$ cat config.mk
export PLATFORM = sky130hd
export DESIGN_NAME = mgmt_frame_master
export DESIGN_NICKNAME = d
export VERILOG_FILES = /design/src/rtl/mgmt_pkg.sv /design/src/rtl/mgmt_clk_div.sv /design/src/rtl/mgmt_frame_engine.sv /design/src/rtl/mgmt_frame_master.sv
export SDC_FILE = /design/constraint.sdc
export NUM_CORES = 1
export LEC_CHECK = 0
export ABC_AREA = 1
export BUFFER_PORTS_ARGS = -buffer_cell sky130_fd_sc_hd__buf_2
export CORE_MARGIN = 2
export CORE_UTILIZATION = 35
export CTS_CLUSTER_DIAMETER = 50
export DETAILED_ROUTE_END_ITERATION = 7
export PLACE_DENSITY = 0.51
export RECOVER_POWER = 50
export SLEW_MARGIN = 20
export SYNTH_ARGS = -nofsm -noshare
export SYNTH_HDL_FRONTEND = slang
export SYNTH_HIERARCHICAL = 1
export SYNTH_SLANG_ARGS = --single-unit
$ cat constraint.sdc
create_clock -name clk -period 2 [get_ports clk]
set_input_delay 0.4 -clock clk [delete_from_list [all_inputs] [get_ports clk]]
set_output_delay 0.4 -clock clk [all_outputs]
set_load 0.02 [all_outputs]
$ cat src/rtl/mgmt_pkg.sv
package mgmt_pkg;
  localparam logic [1:0] SEL_CFG  = 2'd0;
  localparam logic [1:0] SEL_CMD  = 2'd1;
  localparam logic [1:0] SEL_WDAT = 2'd2;
  localparam logic [1:0] SEL_RDAT = 2'd3;
  localparam int FRAME_W = 32;
  localparam int DATA_W  = 16;

  typedef struct packed {
    logic [4:0] dev;
    logic [4:0] phy;
    logic [1:0] op;
  } cmd_t;

  // op codes that start a frame in the selected mode
  function automatic logic op_legal(input logic c45, input logic [1:0] op);
    return c45 ? (op != 2'd2) : (op[1] == 1'b0);
  endfunction

  function automatic logic op_is_read(input logic c45, input logic [1:0] op);
    return c45 ? (op == 2'd3) : (op == 2'd1);
  endfunction

  // start bits followed by line opcode bits
  function automatic logic [3:0] st_op_bits(input logic c45, input logic [1:0] op);
    if (c45) return {2'b00, op};
    return {2'b01, (op == 2'd1) ? 2'b10 : 2'b01};
  endfunction

  function automatic logic [FRAME_W-1:0] build_frame(input logic c45, input cmd_t c,
                                                     input logic [DATA_W-1:0] wd);
    return {st_op_bits(c45, c.op), c.phy, c.dev, 2'b10, wd};
  endfunction
endpackage

$ cat src/rtl/mgmt_clk_div.sv
module mgmt_clk_div #(
  parameter int DIV_W = 8
) (
  input  logic             clk,
  input  logic             rst_n,
  input  logic             run,
  input  logic [DIV_W-1:0] div,
  output logic             half_end
);
  logic [DIV_W-1:0] cnt;

  assign half_end = run && (cnt == div);

  always_ff @(posedge clk or negedge rst_n) begin
    if (!rst_n)                  cnt <= '0;
    else if (!run || cnt == div) cnt <= '0;
    else                         cnt <= cnt + 1'b1;
  end

  // the half-period counter never passes the latched divider
  assert_cnt_bound_R4: assert property (@(posedge clk) disable iff (!rst_n)
    run |-> cnt <= div);
endmodule

$ cat src/rtl/mgmt_frame_engine.sv
module mgmt_frame_engine
  import mgmt_pkg::*;
(
  input  logic               clk,
  input  logic               rst_n,
  input  logic               launch,
  input  logic [FRAME_W-1:0] frame,
  input  logic               pre_en,
  input  logic               is_read,
  input  logic               half_end,
  input  logic               mdio_i,
  output logic               busy,
  output logic               mdc,
  output logic               mdio_o,
  output logic               mdio_oe,
  output logic [DATA_W-1:0]  rdat,
  output logic               rise_evt,
  output logic               fall_evt,
  output logic               cap_done
);
  localparam logic [5:0] PRE_LEN  = 6'd32;
  localparam logic [6:0] LAST_IDX = 7'(FRAME_W - 1);
  localparam logic [6:0] DRV_RD   = 7'(FRAME_W - DATA_W - 2);
  localparam logic [6:0] DAT_IDX  = 7'(FRAME_W - DATA_W);

  logic [6:0]         bidx;
  logic [5:0]         pre_len;
  logic [FRAME_W-1:0] shreg;
  logic               rd_q;
  logic               in_pre, last_bit, cap_bit;
  logic [6:0]         fidx;

  assign in_pre   = bidx < {1'b0, pre_len};
  assign fidx     = bidx - {1'b0, pre_len};
  assign last_bit = !in_pre && (fidx == LAST_IDX);
  assign rise_evt = busy && half_end && !mdc;
  assign fall_evt = busy && half_end && mdc;
  assign cap_bit  = rise_evt && rd_q && !in_pre && (fidx >= DAT_IDX);
  assign cap_done = cap_bit && last_bit;
  assign mdio_o   = busy && (in_pre || shreg[FRAME_W-1]);
  assign mdio_oe  = busy && (in_pre || !rd_q || fidx < DRV_RD);

  always_ff @(posedge clk or negedge rst_n) begin
    if (!rst_n) begin
      busy    <= 1'b0;
      mdc     <= 1'b0;
      bidx    <= '0;
      pre_len <= '0;
      shreg   <= '0;
      rd_q    <= 1'b0;
      rdat    <= '0;
    end else if (launch) begin
      busy    <= 1'b1;
      mdc     <= 1'b0;
      bidx    <= '0;
      pre_len <= pre_en ? PRE_LEN : 6'd0;
      shreg   <= frame;
      rd_q    <= is_read;
    end else if (rise_evt) begin
      mdc <= 1'b1;
      if (cap_bit) rdat <= {rdat[DATA_W-2:0], mdio_i};
    end else if (fall_evt) begin
      mdc <= 1'b0;
      if (last_bit) busy <= 1'b0;
      else          bidx <= bidx + 1'b1;
      if (!in_pre) shreg <= shreg << 1;
    end
  end

  // clock parks low outside a frame
  assert_mdc_idle_R4: assert property (@(posedge clk) disable iff (!rst_n)
    !busy |-> !mdc);
  // line value moves only after a falling clock edge inside a frame
  assert_mdio_after_fall_R4: assert property (@(posedge clk) disable iff (!rst_n)
    (busy && $past(busy) && !$stable(mdio_o)) |-> $past(fall_evt));
  // every sample is taken with the line released
  assert_sample_released_R6: assert property (@(posedge clk) disable iff (!rst_n)
    cap_bit |-> !mdio_oe);
endmodule

$ cat src/rtl/mgmt_frame_master.sv
module mgmt_frame_master
  import mgmt_pkg::*;
#(
  parameter int DIV_W = 8
) (
  input  logic        clk,
  input  logic        rst_n,
  input  logic        wr_en,
  input  logic [1:0]  wr_addr,
  input  logic [31:0] wr_data,
  input  logic [1:0]  rd_addr,
  output logic [31:0] rd_data,
  output logic        mdc,
  output logic        mdio_o,
  output logic        mdio_oe,
  input  logic        mdio_i
);
  logic               cfg_c45, cfg_pre;
  logic [DIV_W-1:0]   cfg_div, div_run;
  cmd_t               cmd_q, cmd_in;
  logic [DATA_W-1:0]  wdat, rdat;
  logic               rd_valid, cur_rd;
  logic               busy, half_end, rise_evt, fall_evt, cap_done;
  logic               cmd_wr, launch, launch_rd;
  logic [FRAME_W-1:0] frame;
  logic               unused_wr_bits;

  assign unused_wr_bits = ^{wr_data[31:21], wr_data[7:2]};
  assign cmd_in    = '{dev: wr_data[20:16], phy: wr_data[12:8], op: wr_data[1:0]};
  assign cmd_wr    = wr_en && (wr_addr == SEL_CMD);
  assign launch    = cmd_wr && !busy && op_legal(cfg_c45, cmd_in.op);
  assign launch_rd = op_is_read(cfg_c45, cmd_in.op);
  assign frame     = build_frame(cfg_c45, cmd_in, wdat);

  always_ff @(posedge clk or negedge rst_n) begin
    if (!rst_n) begin
      cfg_c45  <= 1'b0;
      cfg_pre  <= 1'b0;
      cfg_div  <= '0;
      div_run  <= '0;
      cmd_q    <= '0;
      wdat     <= '0;
      rd_valid <= 1'b0;
      cur_rd   <= 1'b0;
    end else begin
      if (wr_en && wr_addr == SEL_CFG) begin
        cfg_c45 <= wr_data[0];
        cfg_pre <= wr_data[1];
        cfg_div <= wr_data[8 +: DIV_W];
      end
      if (wr_en && wr_addr == SEL_WDAT) wdat <= wr_data[DATA_W-1:0];
      if (launch) begin
        cmd_q   <= cmd_in;
        div_run <= cfg_div;
        cur_rd  <= launch_rd;
      end
      if (launch && launch_rd) rd_valid <= 1'b0;
      else if (cap_done)       rd_valid <= 1'b1;
    end
  end

  mgmt_clk_div #(.DIV_W(DIV_W)) clk_div_i (
    .clk(clk), .rst_n(rst_n), .run(busy), .div(div_run), .half_end(half_end)
  );

  mgmt_frame_engine engine_i (
    .clk(clk), .rst_n(rst_n), .launch(launch), .frame(frame), .pre_en(cfg_pre),
    .is_read(launch_rd), .half_end(half_end), .mdio_i(mdio_i), .busy(busy),
    .mdc(mdc), .mdio_o(mdio_o), .mdio_oe(mdio_oe), .rdat(rdat),
    .rise_evt(rise_evt), .fall_evt(fall_evt), .cap_done(cap_done)
  );

  always_comb begin
    rd_data = '0;
    case (rd_addr)
      SEL_CFG: begin
        rd_data[0]          = cfg_c45;
        rd_data[1]          = cfg_pre;
        rd_data[8 +: DIV_W] = cfg_div;
      end
      SEL_CMD:  rd_data = {11'd0, cmd_q.dev, 3'd0, cmd_q.phy, 6'd0, cmd_q.op};
      SEL_WDAT: rd_data = {busy && !cur_rd, 15'd0, wdat};
      default:  rd_data = {busy && cur_rd, rd_valid, 14'd0, rdat};
    endcase
  end

  // a command arriving mid-frame leaves the latched command alone
  assert_cmd_busy_ignored_R9: assert property (@(posedge clk) disable iff (!rst_n)
    (busy && cmd_wr) |=> $stable(cmd_q));
  // valid only rises on the capture of the final data bit
  assert_valid_rise_R8: assert property (@(posedge clk) disable iff (!rst_n)
    $rose(rd_valid) |-> $past(cap_done));
  // a read launch withdraws valid
  assert_valid_clear_R8: assert property (@(posedge clk) disable iff (!rst_n)
    (launch && launch_rd) |=> !rd_valid);
  // undefined op codes start nothing
  assert_bad_op_idle_R10: assert property (@(posedge clk) disable iff (!rst_n)
    (cmd_wr && !busy && !op_legal(cfg_c45, cmd_in.op)) |=> !busy);
endmodule

==> results.yml <==
worst_setup_path:
  crit_path_end_kind: "output port"
  critical-path-slowest-cell: "sky130_fd_sc_hd__dfrtp_1"
  critical-path-max-stage-delay_ns: 0.37
  critical_path.cell_chain: "inv_2, ha_4, ha_4, nand2_4, inv_2, o211ai_1, a31oi_2, buf_4"
  worst-endpoint-required_ns: 1.60
  critPathArrivalTime_ns: 1.86
  largest_fanout_on_the_critical_path: 2
  crit_path_start_kind: "flip-flop"
  path_class: "reg -> out"
pwr:
  max-vdd-ir-drop_mv: 0.582
  seqPwrFrac_pct: 41.3
  power.share.combinational_pct: 6.4
  switching_share_of_power_pct: 23.7
  power.static_leakage_uw: 0.00368
  power.density_cell_area_nw_per_um2: 822
  clock_network_power_share_pct: 52.3
  total_switching_power_uw: 1430
  cell_internal_pwr_uw: 4610
clock_network:
  cts_inserted_buffers: 17
  cts_tree: "built"
  cts-root-buf: "sky130_fd_sc_hd__clkbuf_16"
  clk-insertion-delay-late_ns: 0.42
  cts_max_level: 4
  max_buffers_root_to_sink: 2
  path_clk_slew_ns: 0.06
  cts.sinks: 115
floorplanning:
  row_count: 47
  number_of_top_level_pins: 75
  core_um2: 16400
  die_height_um: 133
  initial_core_util_pct: 35.5
  fp.dieW_um: 133
  fp.dieArea_um2: 17700
timing:
  minimum_period_implied_by_the_final_worst_setup_slack_ns: 2.26
  finalWorstSetupSlack_ns: -0.263
  fmax_ghz: 0.442
  final_max_slew_viol_count: 0
  setup-tns-final_ns: -0.263
  fin_skew_ns: 0.00797
  worst_slew_margin_rel_pct: 34.4
  timing.final.setup_violations: 1
  tightest_hold_margin_ns: 0.215
  report.final.hold_viol_count: 0
  unrepaired_setup_endpoints_after_global_routing: "yes"
  final.period_utilization_pct: 113
  max_slew.worst_pin.slew_ns: 0.982
cells_and_area:
  multi_input_area_um2: 2630
  seq_area_um2: 2880
  number_of_nets_in_the_layout: 860
  layoutNonFillerInstCount: 1048
  layout-area-overhead-vs-synth_pct: 26.2
  layout.cell_area.non_filler_um2: 7360
  antenna-diode-count: 0
  fraction_of_layout_cells_with_a_size_suffix_above_1_pct: 25.7
  nFillCells: 1629
drt:
  wl_per_cell_um: 14.8
  detailed_route_vias_per_instance: 4.75
  final_antenna_net_count: 0
  drc: 0
  detail_route.first_pass.iterations: 7
  drt_wl_total_um: 15500
  num_vias: 4975
  drt-initial-drc-count: 291
synth:
  synthesis.yosys.warnings: 6
  syn-mean-instance-area_um2: 8.02
  syn_inst_count: 727
  synthesis.area_um2: 5830
placement:
  portBuffers: 54
  place_inst: 994
  dpl.hpwl_um: 10000
  globalplace.congestion: 0.770
  place_worst_setup_slack_ns: 0.0639
  placed_area_um2: 6350
run:
  drv_cap: 0
status:
  failed_checks: "negative setup slack"
  outcome: "complete, but fails checks"
global_route:
  gr-total-overflow: 0
  antenna_violations_before_repair: 0
  wire_length_of_the_first_global_routing_pass_um: 25400
  grt_start_max_net_pins: 52
  first_global_vias: 5062
  global_route.usage.total_pct: 18.2
min_path:
  min_delay_path_class: "in -> reg"
## layer usage
metal | part of all wire [%] | up-vias | global-route usage (%)
li1 | - | 2447 | -
met2 | 49 | 123 | 29.6
met1 | 45 | 2381 | 23.4
met3 | 4.4 | 24 | 4.10
met5 | 0 | - | 0
met4 | 2.1 | 0 | 7.89
## placed cells by master, fill, tap and decap left out, types with 5 or more instances in the layout
cell type	count
sky130_fd_sc_hd__dfrtp_1	111
sky130_fd_sc_hd__nand2_4	18
sky130_fd_sc_hd__o21ai_1	7
sky130_fd_sc_hd__inv_2	11
sky130_fd_sc_hd__nand3_1	77
sky130_fd_sc_hd__conb_1	12
sky130_fd_sc_hd__nand2_1	270
sky130_fd_sc_hd__clkbuf_1	5
sky130_fd_sc_hd__buf_2	52
sky130_fd_sc_hd__inv_1	56
sky130_fd_sc_hd__buf_4	31
sky130_fd_sc_hd__o21ai_2	18
sky130_fd_sc_hd__nor2_4	6
sky130_fd_sc_hd__o21ai_0	23
sky130_fd_sc_hd__nand2_2	9
sky130_fd_sc_hd__nor2_1	25
sky130_fd_sc_hd__buf_6	6
sky130_fd_sc_hd__nand4_1	16
sky130_fd_sc_hd__clkbuf_16	19
sky130_fd_sc_hd__nor2_2	5
## path summary, 6_finish.rpt
check | slack, ns | end | cells past startpoint | start
max | -0.26 | mdio_oe | 8 | engine_i/bidx[5]
min | 0.22 | wdat[7] | 3 | wr_data[7]
max reg2reg | 0.03 | engine_i/rdat[5] | 13 | engine_i/bidx[5]
min reg2reg | 0.47 | engine_i/shreg[0] | 2 | engine_i/shreg[0]
max in group asynchronous | 0.24 | clk_div_i/cnt[6] | 3 | rst_n
min in group asynchronous | 0.58 | wdat[4] | 2 | rst_n
## final cells by class
cell class / instances / share of cell area, %
Clock inverter: 9 / 1.72
Timing Repair Buffer: 100 / 9.54
Clock buffer: 23 / 6.63
Sequential cell: 115 / 39.2
Multi-Input combinational cell: 514 / 35.8
Inverter: 67 / 3.42
Tap cell: 220 / 3.74
## metrics by stage
| stage | util, % | total power, uW |
|---|---|---|
| global placement | 38.7 | 2950 |
| CTS | 43.6 | 6120 |
| finish | 44.8 | 6050 |
| global route | 44.8 | 6260 |
| detailed placement | 38.7 | 2960 |
| floorplan | - | 2770 |
## state kept, by name (all words and copies together) (netlist names), 7 cells and up
register        flops
engine_i/bidx       7
div_run             8
cfg_div             8
cmd_q              12
engine_i/shreg     32
clk_div_i/cnt       8
wdat               16
engine_i/rdat      16
## critical path: cells and delay by family (launching register included)
kind / cells / cell delay (ns)
DFF: 1 / 0.37
adders and majority gates: 2 / 0.44
and+or+nand+nor: 1 / 0.04
AOI/OAI and AO/OA: 2 / 0.31
buffers and inverters: 3 / 0.30
## power groups by stage
stage	clock [uW]	combinational, uW	sequential, uW
2_1_floorplan	0	260	2510
3_3_place_gp	0	414	2530
3_5_place_dp	0	419	2540
4_1_cts	3200	422	2500
5_1_grt	3310	442	2510
6_report	3160	389	2500
## timing repair
item	4_1_cts	5_1_grt
buffers inserted	19	10
hold endpoints to repair	26	0
pin swaps	4	13
gates cloned	0	3
endpoints found under the setup margin	2	51
hold buffers	1	0
gates resized for setup	9	65
Note: power is estimated with default switching activity, not from simulation.
